File: src/rtl/vcfg_unpack.sv
module vcfg_unpack #(
  parameter int XLEN = 64,
  parameter int NREG = 32,
  parameter logic [8:0] SUPP = 9'h07F,
  parameter int MVLW = 16
) (
  input  logic              clk,
  input  logic              rst_n,
  input  logic              cfg_req,
  input  logic              cfg_imm,
  input  logic [XLEN-1:0]   cfg_val,
  input  logic [MVLW-1:0]   mvl_in,
  output logic              rsp_vld,
  output logic              rsp_illegal,
  output logic [MVLW-1:0]   rsp_mvl,
  output logic              cfg_wr,
  output logic [NREG*4-1:0] wr_width,
  output logic [NREG*4-1:0] wr_type
);
  localparam int FW   = 5;
  localparam int NFLD = (XLEN >= 128) ? 9 : (XLEN >= 64) ? 8 : 6;
  localparam int USED = NFLD * FW;

  function automatic logic [3:0] tcode(input int k);
    case (k)
      0: tcode = 4'b1000;
      1: tcode = 4'b1001;
      2: tcode = 4'b1010;
      3: tcode = 4'b0001;
      4: tcode = 4'b0010;
      5: tcode = 4'b0011;
      6: tcode = 4'b1011;
      7: tcode = 4'b0100;
      default: tcode = 4'b1100;
    endcase
  endfunction

  logic [XLEN-1:0]   val;
  logic [FW-1:0]     fld [NFLD];
  logic              bad_order, bad_type, bad_range, bad_resv, illegal;
  logic [NREG*4-1:0] nw, nt;
  logic              any_q;

  assign val = cfg_imm ? {{(XLEN-FW){1'b0}}, cfg_val[FW-1:0]} : cfg_val;
  assign bad_resv = |val[XLEN-1:USED];
  assign illegal = bad_order | bad_type | bad_range | bad_resv;

  always_comb begin
    logic [FW-1:0] prev;
    logic          seen;
    prev = '0;
    seen = 1'b0;
    bad_order = 1'b0;
    bad_type  = 1'b0;
    bad_range = 1'b0;
    for (int k = 0; k < NFLD; k++) begin
      fld[k] = val[k*FW +: FW];
      if (fld[k] != '0) begin
        if (seen && fld[k] <= prev) bad_order = 1'b1;
        if (!SUPP[k]) bad_type = 1'b1;
        if (int'(fld[k]) >= NREG) bad_range = 1'b1;
        prev = fld[k];
        seen = 1'b1;
      end
    end
  end

  always_comb begin
    for (int r = 0; r < NREG; r++) begin
      logic [3:0] t;
      t = 4'b0000;
      for (int k = NFLD - 1; k >= 0; k--)
        if (fld[k] != '0 && r <= int'(fld[k])) t = tcode(k);
      nt[r*4 +: 4] = t;
      nw[r*4 +: 4] = (t == 4'b0000) ? 4'b0000 : (t | 4'b1000);
    end
  end

  always_ff @(posedge clk) begin
    if (!rst_n) begin
      rsp_vld     <= 1'b0;
      rsp_illegal <= 1'b0;
      cfg_wr      <= 1'b0;
      any_q       <= 1'b0;
      wr_width    <= '0;
      wr_type     <= '0;
    end else begin
      rsp_vld     <= cfg_req;
      rsp_illegal <= cfg_req & illegal;
      cfg_wr      <= cfg_req & ~illegal;
      if (cfg_req && !illegal) begin
        any_q    <= |val;
        wr_width <= nw;
        wr_type  <= nt;
      end
    end
  end

  assign rsp_mvl = (rsp_vld && !rsp_illegal && any_q) ? mvl_in : '0;
endmodule


File: config.mk
export PLATFORM = sky130hd
export DESIGN_NAME = vcfg_unpack
export DESIGN_NICKNAME = d
export VERILOG_FILES = /design/src/rtl/vcfg_unpack.sv
export SDC_FILE = /design/constraint.sdc
export NUM_CORES = 1
export LEC_CHECK = 0
export BUFFER_PORTS_ARGS = -buffer_cell sky130_fd_sc_hd__buf_2
export CAP_MARGIN = 20
export CORE_ASPECT_RATIO = 0.8
export CORE_MARGIN = 5
export CORE_UTILIZATION = 40
export CTS_BUF_LIST = sky130_fd_sc_hd__clkbuf_2
export CTS_CLUSTER_DIAMETER = 60
export DETAILED_ROUTE_END_ITERATION = 7
export SYNTH_ARGS = -nofsm -noshare
export SYNTH_HDL_FRONTEND = slang
export SYNTH_SLANG_ARGS = --single-unit
File: constraint.sdc
create_clock -name clk -period 5.2 [get_ports clk]
set_input_delay 1.04 -clock clk [delete_from_list [all_inputs] [get_ports clk]]
set_output_delay 1.04 -clock clk [all_outputs]
set_load 0.1 [all_outputs]
After elaboration in Yosys (flattened, before gate mapping)
Cells that the tools add are included.
Widths: inputs -> output; s select.

cells by class
  $lt $le $gt $ge = 255
  muxes and demuxes = 319
  bitwise gates (word level) = 5
  reduce and logical (&&, ||, !) cells = 302

operator list
  cell                count
  $mux 4              256
  $le 5x5->1 const A  128
  $le 4x5->1 const A  64
  $logic_and 1x1->1   258
  $le 3x5->1 const A  32
  $logic_not 4->1     32
  $mux 3              32
  $le 2x5->1 const A  16
  $mux 64             1
  $reduce_or 64->1    1
  $le 1x5->1 const A  8
  $reduce_bool 5->1   8
  $le 5x5->1          7
  $mux 5              7
  $reduce_or 24->1    1
  $mux 1              22
  $mux 16             1
  $and 1x1->1         2
  $logic_not 1->1     2
  $or 1x1->1          2
  $not 1->1           1

storage, ports and cells
  flip-flop bits (word level) = 260
  output and inout port bits = 275
  word-level logic and storage cells = 887

Logic depth before layout (Yosys ltp)
Gate-level depths: netlist (run 1).

  depth after elaboration = 23
  depth in mapped cells = 24
  gate-level depth less buffers = 18

Worst setup path after synthesis (run 1)
No wires, ideal clock.

  kind = in2reg
  from = input cfg_imm
  to = register wr_type[102]
  setup time = 0.063 ns
  arrival time = 4.718 ns
  required time = 5.137 ns
  path slack = 0.418 ns
  cell stages on the path = 23
  path buffers = 9
  cell sequence = buf_2 -> buf_2 -> buf_2 -> buf_2 -> clkbuf_1 -> buf_2 -> buf_1 -> nor2_1 -> a21oi_1 -> o21a_1 -> nor2_1 -> nor2_1 -> ha_1 -> nor2b_1 -> o21ai_0 -> nand3b_1 -> a21boi_0 -> o21ai_0 -> and3b_1 -> a21oi_2 -> buf_2 -> clkbuf_1 -> and2_1

between the ends
  word-level cells in the longest chain between the ends = 21
  elaborated cells on any way between the ends = 76

ends and longest elaborated chain
  element                                          line        source
  start: declaration                               10          input logic cfg_imm,
  $mux 64 (*)                                      44          assign val = cfg_imm ? {{(XLEN-FW){1'b0}}, cfg_val[FW-1:0]} : cfg_val;
  $reduce_bool 5->1 or $le 5x5->1 (tied branches)  58, 73, 59
  $mux 5 or $logic_and 1x1->1 (tied branches)      58, 59
  $le 5x5->1 or $mux 1 (tied branches)             59          if (seen && fld[k] <= prev) bad_order = 1'b1;
  $logic_and 1x1->1 or $mux 1 (tied branches)      59, 58
  $mux 1                                           59
  $mux 1                                           58          if (fld[k] != '0) begin
  $mux 1                                           59
  [4 not listed]                                   -
  $mux 1                                           58
  $mux 1                                           59
  $mux 1                                           58
  $mux 1                                           59
  $mux 1                                           58
  $or 1x1->1 (2 in a row)                          46          assign illegal = bad_order | bad_type | bad_range | bad_resv;
  $logic_not 1->1                                  91          if (cfg_req && !illegal) begin
  $logic_and 1x1->1                                91
  end signal: assignment                           94          wr_type <= nt;
  end: declaration                                 18          output logic [NREG*4-1:0] wr_type

Every way passes the cells marked *; elsewhere a longest branch is shown, timed or not.
A chain may end at the register's enable or synchronous reset.

Final worst setup path (run 1)
  from = input cfg_val[5]
  to = register wr_width[111]

between the ends
  word-level cells in the longest chain between the ends = 21
  elaborated cells on any way between the ends = 52

ends and longest elaborated chain
  element                                          line        source
  start: declaration                               11          input logic [XLEN-1:0] cfg_val,
  $mux 64 (*)                                      44
  $reduce_bool 5->1 or $le 5x5->1 (tied branches)  58, 73, 59
  $mux 5 or $logic_and 1x1->1 (tied branches)      58, 59
  $le 5x5->1 or $mux 1 (tied branches)             59
  $logic_and 1x1->1 or $mux 1 (tied branches)      59, 58
  $mux 1                                           59
  $mux 1                                           58
  $mux 1                                           59
  [4 not listed]                                   -
  $mux 1                                           58
  $mux 1                                           59
  $mux 1                                           58
  $mux 1                                           59
  $mux 1                                           58
  $or 1x1->1 (2 in a row)                          46
  $logic_not 1->1                                  91
  $logic_and 1x1->1                                91
  end signal: assignment                           93          wr_width <= nw;
  end: declaration                                 17          output logic [NREG*4-1:0] wr_width,

Marks and branches as above.

==> metrics.cfg, run 1 <==
[synth]
synthTopCellsByCount = a21oi_1, dfxtp_1, o21ai_0
synth_top_family_by_area = compound AO/OA/AOI/OAI gates
ys_warn_count = 0
synth.most_common_cell = a21oi_1
synth-seq-area-share_pct = 35.7
yosysUniqueCellTypes = 77
synthSimpleGateAreaFrac_pct = 23.7
synthXorXnorAreaFrac_pct = 0
netlist_area_um2 = 14400
netlist_top_cells_area = dfxtp_1, a21oi_1, o21ai_0
synthAdderAreaFrac_pct = 2.35
muxShareOfSynthArea_pct = 0.348
synth.net_count = 2042
synth_top_area_share_pct = 35.7
syn-instance-count = 1931
synth_top_cell_by_area = dfxtp_1
synth_compound_area_share_pct = 31.4
async_reset_ff_share_pct = 0
ys.flop_type = dfxtp_1
ys_seq_elements = 257
syn_area_per_cell_um2 = 7.45
synth-edff-count = 0

[placement]
gp_congestion = 1.11
dp_hpwl_um = 61900
pre_cts_ws_ns = 0.0798
io_buffers = 358
placed_cell_area_um2 = 17100

[cells_and_area]
nFillCells = 3665
finalInstanceArea_um2 = 17600
nNetsFinal = 2417
area_delta_synth_final_pct = 22.4
seqCellArea_um2 = 5140
drive_above_1_share_pct = 26.0
multi_input_comb_area_um2 = 8350

[clock_tree]
insertion_delay_ns = 0.90
cts_made_buffers = 61
post_cts_resized = 0
cts_root_buf = clkbuf_2
clock_path_buffers = 3
clk_pin_slew_worst_paths_ns = 0.10
h-tree-depth = 2
hold_buffers = 0
cts.sinks = 257
cts_tree = yes
postCtsSetupBuffers = 0

[route]
drt-met1-wl_um = 32800
top_layer_used = met5
wl_met3_um = 9660
num_vias = 17300
route.detailed.drc = 0
ant_nets = 0
routed-wl-met2_um = 31700
drt-pass1-iter-count = 6
wire_per_inst_um = 27.3
vias_per_cell = 6.13
wl_um = 77200
first_iter_violations = 2539

[pwr]
total_power_mw = 4.38
p_clk_share_pct = 28.4
power_density_nw_per_um2 = 248
switching_share_pct = 37.3
p_switching_mw = 1.63
power_frac_seq_pct = 45.6
cellInternalPower_mw = 2.74
power_leakage_nw = 8.00
power_frac_comb_pct = 26.1
vdd_ir_drop_max_mv = 0.182

[setup_path]
end_kind = register
crit_family = simple AND/OR/NAND/NOR gates
path_cells = buf_2 > or2_2 > nor3_1 > o21ai_0 > and2_1 > o21a_1 > o21ai_0 > a21oi_1 > ha_1 > mux2i_1 > a21oi_1 > o22ai_1 > a221oi_2 > nand3b_4 > buf_12 > buf_12 > nor3_1 > buf_4 > nor3_1
crit_arrival_ns = 5.13
timing.rr.end = wr_type[17]
cp-start-kind = input port
path_class = in2reg
rr_startpoint = wr_type[17]
crit_top_cell = nor3_1
required_ns = 5.94
critPathMaxFanout = 30
ff2ff_setup_slack_ns = 4.36
rr_worst_depth = 2
critical_path_buf_inv_count = 4
startpoint = cfg_val[5]
slowest_delay_ns = 0.41
slowest_stage = nor3_1

[die]
core_um2 = 35700
io_pins = 359
die_h_um = 180
start_util_pct = 40.3
dieArea_um2 = 39900
die_w_um = 222
rows = 62

[timing]
setup_viol = 0
slew_viol_final = 0
timing.fmax_mhz = 228
finalClockSkew_ns = 0
setup_ws_ns = 0.807
finalSetupTns_ns = 0
tightest_slew_ns = 1.05
finalHoldViolations = 0
hold_slack_ns = 0.458
rsz0062_at_grt = false
min_period_ns = 4.39
slew_headroom_pct = 29.6
finalCritPeriodShare_pct = 84.5

[global_route]
first_global_vias = 16300
grt_pass1_wl_um = 111000
grtUsageTotal_pct = 36.5
antenna_found_initial = 6
overflow = 0
grt_max_degree = 123

[run]
maxCapViolations = 0

[worst_hold_path]
min_to = wr_width[127]
hp-class = reg2reg
hold_depth = 2
holdCritStartpoint = wr_width[127]

[status]
outcome = finished, final reports clean

[per-stage QoR]
step	instances	utilization, %
final	2827	49.4
after global routing	2827	49.4
after CTS	2826	49.4
after detailed placement	2723	47.9
after global placement	2723	47.9
after floorplan	1931	-
[worst max-delay path by stage]
stage / slack [ns] / endpoint / cells after the start
2_1_floorplan: 0.42 / wr_type[102] / 23
3_3_place_gp: 0.10 / wr_width[111] / 19
4_1_cts: 1.06 / wr_width[111] / 19
3_5_place_dp: 0.08 / wr_width[111] / 19
6_report: 0.81 / wr_width[111] / 19
5_1_grt: 0.71 / wr_width[111] / 19
[worst register-to-register path, cell delays in order (launching register included)]
cell and delay, ns:
dfxtp_1 0.47, o21ai_0 0.16, a21oi_1 0.15
[cell usage in the layout, fill, tap and decap left out, drive strengths merged, types with 21 or more instances in the layout]
cell type / instances
buf: 479
a21oi: 308
dfxtp: 257
o21ai: 237
nor2: 159
nand2: 106
and2: 92
clkbuf: 89
nand3: 67
nor3: 63
inv: 52
a211oi: 31
ha: 27
or3: 24
nor2b: 22
a311oi: 21
a21o: 21
[power groups by stage]
| stage | Clock [mW] | Sequential, mW | Combinational [mW] |
|---|---|---|---|
| detailed placement | 0 | 2.04 | 1.09 |
| finish | 1.24 | 1.99 | 1.14 |
| global placement | 0 | 2.04 | 1.09 |
| global route | 1.39 | 2.00 | 1.19 |
| CTS | 1.28 | 1.99 | 1.09 |
| floorplan | 0 | 2.16 | 0.535 |
[routing by layer]
| metal | track usage [%] | up-vias |
|---|---|---|
| met5 | 0 | - |
| met4 | 11.7 | 8 |
| met3 | 11.7 | 174 |
| met2 | 52.8 | 1143 |
| met1 | 51.5 | 8227 |
| li1 | - | 7785 |
[state kept, by name, indices dropped and copies added (netlist names)]
| register | cells |
|---|---|
| rsp_illegal | 1 |
| cfg_wr | 1 |
| rsp_vld | 1 |
| wr_width | 126 |
| wr_type | 127 |
| any_q | 1 |
[logic make-up (layout without fill, tap and decap cells)]
family          count (synthesis)  count (layout)
other cells                     0               1
buf+inv                       218             633
fa+ha+maj                      27              27
mux                             5               5
compound gates                768             768
flops                         257             257
simple gates                  656             656
[layout make-up]
| cell class | instances | share of cell area (%) |
|---|---|---|
| Clock buffer | 89 | 2.53 |
| Clock inverter | 14 | 0.355 |
| Multi-Input combinational cell | 1456 | 47.4 |
| Inverter | 51 | 1.10 |
| Timing Repair Buffer | 479 | 16.0 |
| Sequential cell | 257 | 29.2 |
| Antenna cell | 1 | 0.0142 |
| Tap cell | 480 | 3.41 |
Power figures use the tool's default switching activity.
==> run 2, diff against run 1 <==
--- a/config.mk
+++ b/config.mk
@@ -5,6 +5,7 @@
 export SDC_FILE = /design/constraint.sdc
 export NUM_CORES = 1
 export LEC_CHECK = 0
+export ABC_AREA = 1
 export BUFFER_PORTS_ARGS = -buffer_cell sky130_fd_sc_hd__buf_2
 export CAP_MARGIN = 20
 export CORE_ASPECT_RATIO = 0.8
==> constraint.sdc (replaced) <==
create_clock -name clk -period 4.5 [get_ports clk]
set_input_delay 0.9 -clock clk [delete_from_list [all_inputs] [get_ports clk]]
set_output_delay 0.9 -clock clk [all_outputs]
set_load 0.1 [all_outputs]
==> run 2 against run 1 <==
Compared with the run above:
- setup slack got worse by 0.094 ns
- clock-buffer cell count is 3 higher
- power up 14%
- non-clock buffer count is 65 higher
- critical path type unchanged
- sequential share of layout area shrank 2.1 points
- core utilization increased by 1.9 points
- hold slack lost 0.019 ns
- cell count up 24%
- combinational power up 6%
- clock skew is the same
==> metrics.cfg, run 2 <==
[global_route]
first_global_vias = 17200  ; +5.8%
grt_max_degree = 104  ; -15%
grtUsageTotal_pct = 35.2  ; -1.3 points
overflow = 0  ; unchanged
grt_pass1_wl_um = 110000  ; -1.2%
antenna_found_initial = 5  ; -1

[setup_path]
crit_family = simple AND/OR/NAND/NOR gates
end_kind = register
cp-start-kind = input port
path_class = in2reg
slowest_delay_ns = 0.30  ; -0.11 ns
crit_top_cell = nand2_1
rr_worst_depth = 4  ; +2
slowest_stage = or2_2
crit_cells = 27  ; +8
critical_path_buf_inv_count = 8  ; +4
required_ns = 5.29  ; -0.65 ns
crit_arrival_ns = 4.58  ; -0.55 ns
critPathMaxFanout = 29  ; -3.3%

[die]
rows = 63  ; +1.6%
die_h_um = 183  ; +1.9%
start_util_pct = 40.5  ; +0.12 points
dieArea_um2 = 41500  ; +3.9%
die_w_um = 226  ; +2.0%
core_um2 = 37000  ; +3.8%
io_pins = 359  ; unchanged

[placement]
pre_cts_ws_ns = -0.132  ; -0.212 ns
placed_cell_area_um2 = 18400  ; +7.8%
gp_congestion = 1.13  ; +1.4%
io_buffers = 358  ; unchanged
dp.cells = 3391  ; +25%
dp_hpwl_um = 64100  ; +3.6%

[pwr]
power_frac_comb_pct = 24.4  ; -1.7 points
p_clk_share_pct = 29.8  ; +1.4 points
power_frac_seq_pct = 45.8  ; +0.2 points
power_leakage_nw = 10.2  ; +28%
switching_share_pct = 36.4  ; -0.92 points
vdd_ir_drop_max_mv = 0.222  ; +22%
p_switching_mw = 1.81  ; +11%
cellInternalPower_mw = 3.17  ; +15%
power_density_nw_per_um2 = 262  ; +5.5%
total_power_mw = 4.98  ; +14%

[cells_and_area]
fin_cells = 3505  ; +24%
regMostFlops = wr_type
final_common_cell = nand2_1
drive_above_1_share_pct = 22.6  ; -3.4 points
final_cell_mix = nand2_1, nor2_1, buf_2
finalInstanceArea_um2 = 19000  ; +7.8%
nNetsFinal = 3078  ; +27%
top_regs = wr_type (127), wr_width (126)
largest_register_ffs = 127  ; unchanged
final_util_pct = 51.3  ; +1.9 points
area_delta_synth_final_pct = 26.7

[clock_tree]
clock_path_buffers = 3  ; unchanged
insertion_delay_ns = 0.92  ; +0.02 ns
cts_root_buf = clkbuf_2
postCtsSetupBuffers = 0  ; unchanged
clk_pin_slew_worst_paths_ns = 0.10  ; about the same
post_cts_resized = 0  ; unchanged
cts_made_buffers = 61  ; unchanged
cts.sinks = 257  ; unchanged
cts_tree = yes
hold_buffers = 0  ; unchanged
h-tree-depth = 2  ; unchanged

[timing]
min_period_ns = 3.79
finalClockSkew_ns = 0  ; unchanged
slew_viol_final = 0  ; unchanged
finalSetupTns_ns = 0  ; unchanged
tightest_slew_ns = 0.943  ; -0.103 ns
slew_headroom_pct = 36.9  ; +7.3 points
finalHoldViolations = 0  ; unchanged
hold_slack_ns = 0.439  ; -0.0190 ns
rsz0062_at_grt = false
finalCritPeriodShare_pct = 84.2
setup_ws_ns = 0.713  ; -0.0939 ns
timing.fmax_mhz = 264
setup_viol = 0  ; unchanged

[worst_hold_path]
hold_depth = 2  ; unchanged
hp-class = reg2reg

[synth]
syn_area_per_cell_um2 = 6.08  ; -18%
async_reset_ff_share_pct = 0  ; unchanged
syn-instance-count = 2465  ; +28%
synthTopCellsByCount = nand2_1, nor2_1, inv_1
yosysUniqueCellTypes = 43  ; -44%
netlist_top_cells_area = dfxtp_1, nand2_1, nor2_1
synth_top_area_share_pct = 34.3  ; -1.4 points
synth-edff-count = 0  ; unchanged
synth-seq-area-share_pct = 34.3  ; -1.4 points
synth.most_common_cell = nand2_1
netlist_area_um2 = 15000  ; +4.1%
synth_top_cell_by_area = dfxtp_1
synth.net_count = 2576  ; +26%
ys_seq_elements = 257  ; unchanged
ys_warn_count = 0  ; unchanged
ys.flop_type = dfxtp_1

[route]
wire_per_inst_um = 21.9  ; -20%
routed-wl-met2_um = 31800  ; +0.16%
ant_nets = 0  ; unchanged
first_iter_violations = 2393  ; -5.8%
num_vias = 19000  ; +9.4%
drt-pass1-iter-count = 6  ; unchanged
drt-met1-wl_um = 32900  ; +0.44%
wl_um = 76700  ; -0.59%
top_layer_used = met5
vias_per_cell = 5.41  ; -12%
wl_met3_um = 9870  ; +2.2%
route.detailed.drc = 0  ; unchanged

[status]
outcome = finished, final reports clean

[run]
maxCapViolations = 0  ; unchanged

[run 2: cell types whose count changed after synthesis, moves of 21 or more]
cell	before	now
a211oi_1	31	4
a21oi_1	307	236
a311oi_1	21	0
and2_1	91	1
clkbuf_1	109	44
inv_1	48	349
nand2_1	106	641
nand4_1	15	131
nor2_1	159	392
nor2b_1	22	1
o21ai_0	234	89
or3_1	24	0
[run 2: layout make-up]
| type | instances | area (um^2) |
|---|---|---|
| fill | 3921 | 18100 |
| multi-input combinational | 1733 | 7960 |
| sequential | 257 | 5140 |
| timing repair buffer | 544 | 3340 |
| inverter | 370 | 1390 |
| tap | 487 | 609 |
| clock buffer | 92 | 460 |
| clock inverter | 19 | 81.3 |
| antenna | 3 | 7.51 |
[run 2: cell families after synthesis]
family	Yosys count	synth area share, %
buffers and inverters	475	12.7
adder cells (fa/ha/maj)	27	2.25
flip-flops	257	34.3
AND/OR/NAND/NOR	1330	37.4
AO/OA/AOI/OAI	376	13.3
[run 2: path summary, 6_finish.rpt]
| check | slack [ns] | to | from |
|---|---|---|---|
| hold / removal | 0.44 | wr_width[82] | wr_width[82] |
| setup reg to reg | 3.75 | wr_type[100] | wr_type[100] |
| setup / recovery | 0.71 | wr_type[5] | cfg_imm |
| hold reg to reg | 0.44 | wr_width[82] | wr_width[82] |
[run 2: power by group through the flow]
stage	clock network [mW]	registers, mW	logic [mW]
detailed placement	0	2.33	1.16
global placement	0	2.33	1.16
floorplan	0	2.36	0.593
global route	1.65	2.28	1.28
CTS	1.52	2.28	1.16
finish	1.48	2.28	1.21
[run 2: worst min-delay path, delay by kind of cell, from the launching register on]
family | cells | cell delay [ns]
DFF | 1 | 0.32
and+or+nand+nor | 2 | 0.09
[run 2: layer usage]
layer	vias up	global-route usage, %
met5	-	0
met4	6	9.00
met3	140	10.5
met2	1125	51.7
met1	8804	50.5
li1	8898	-
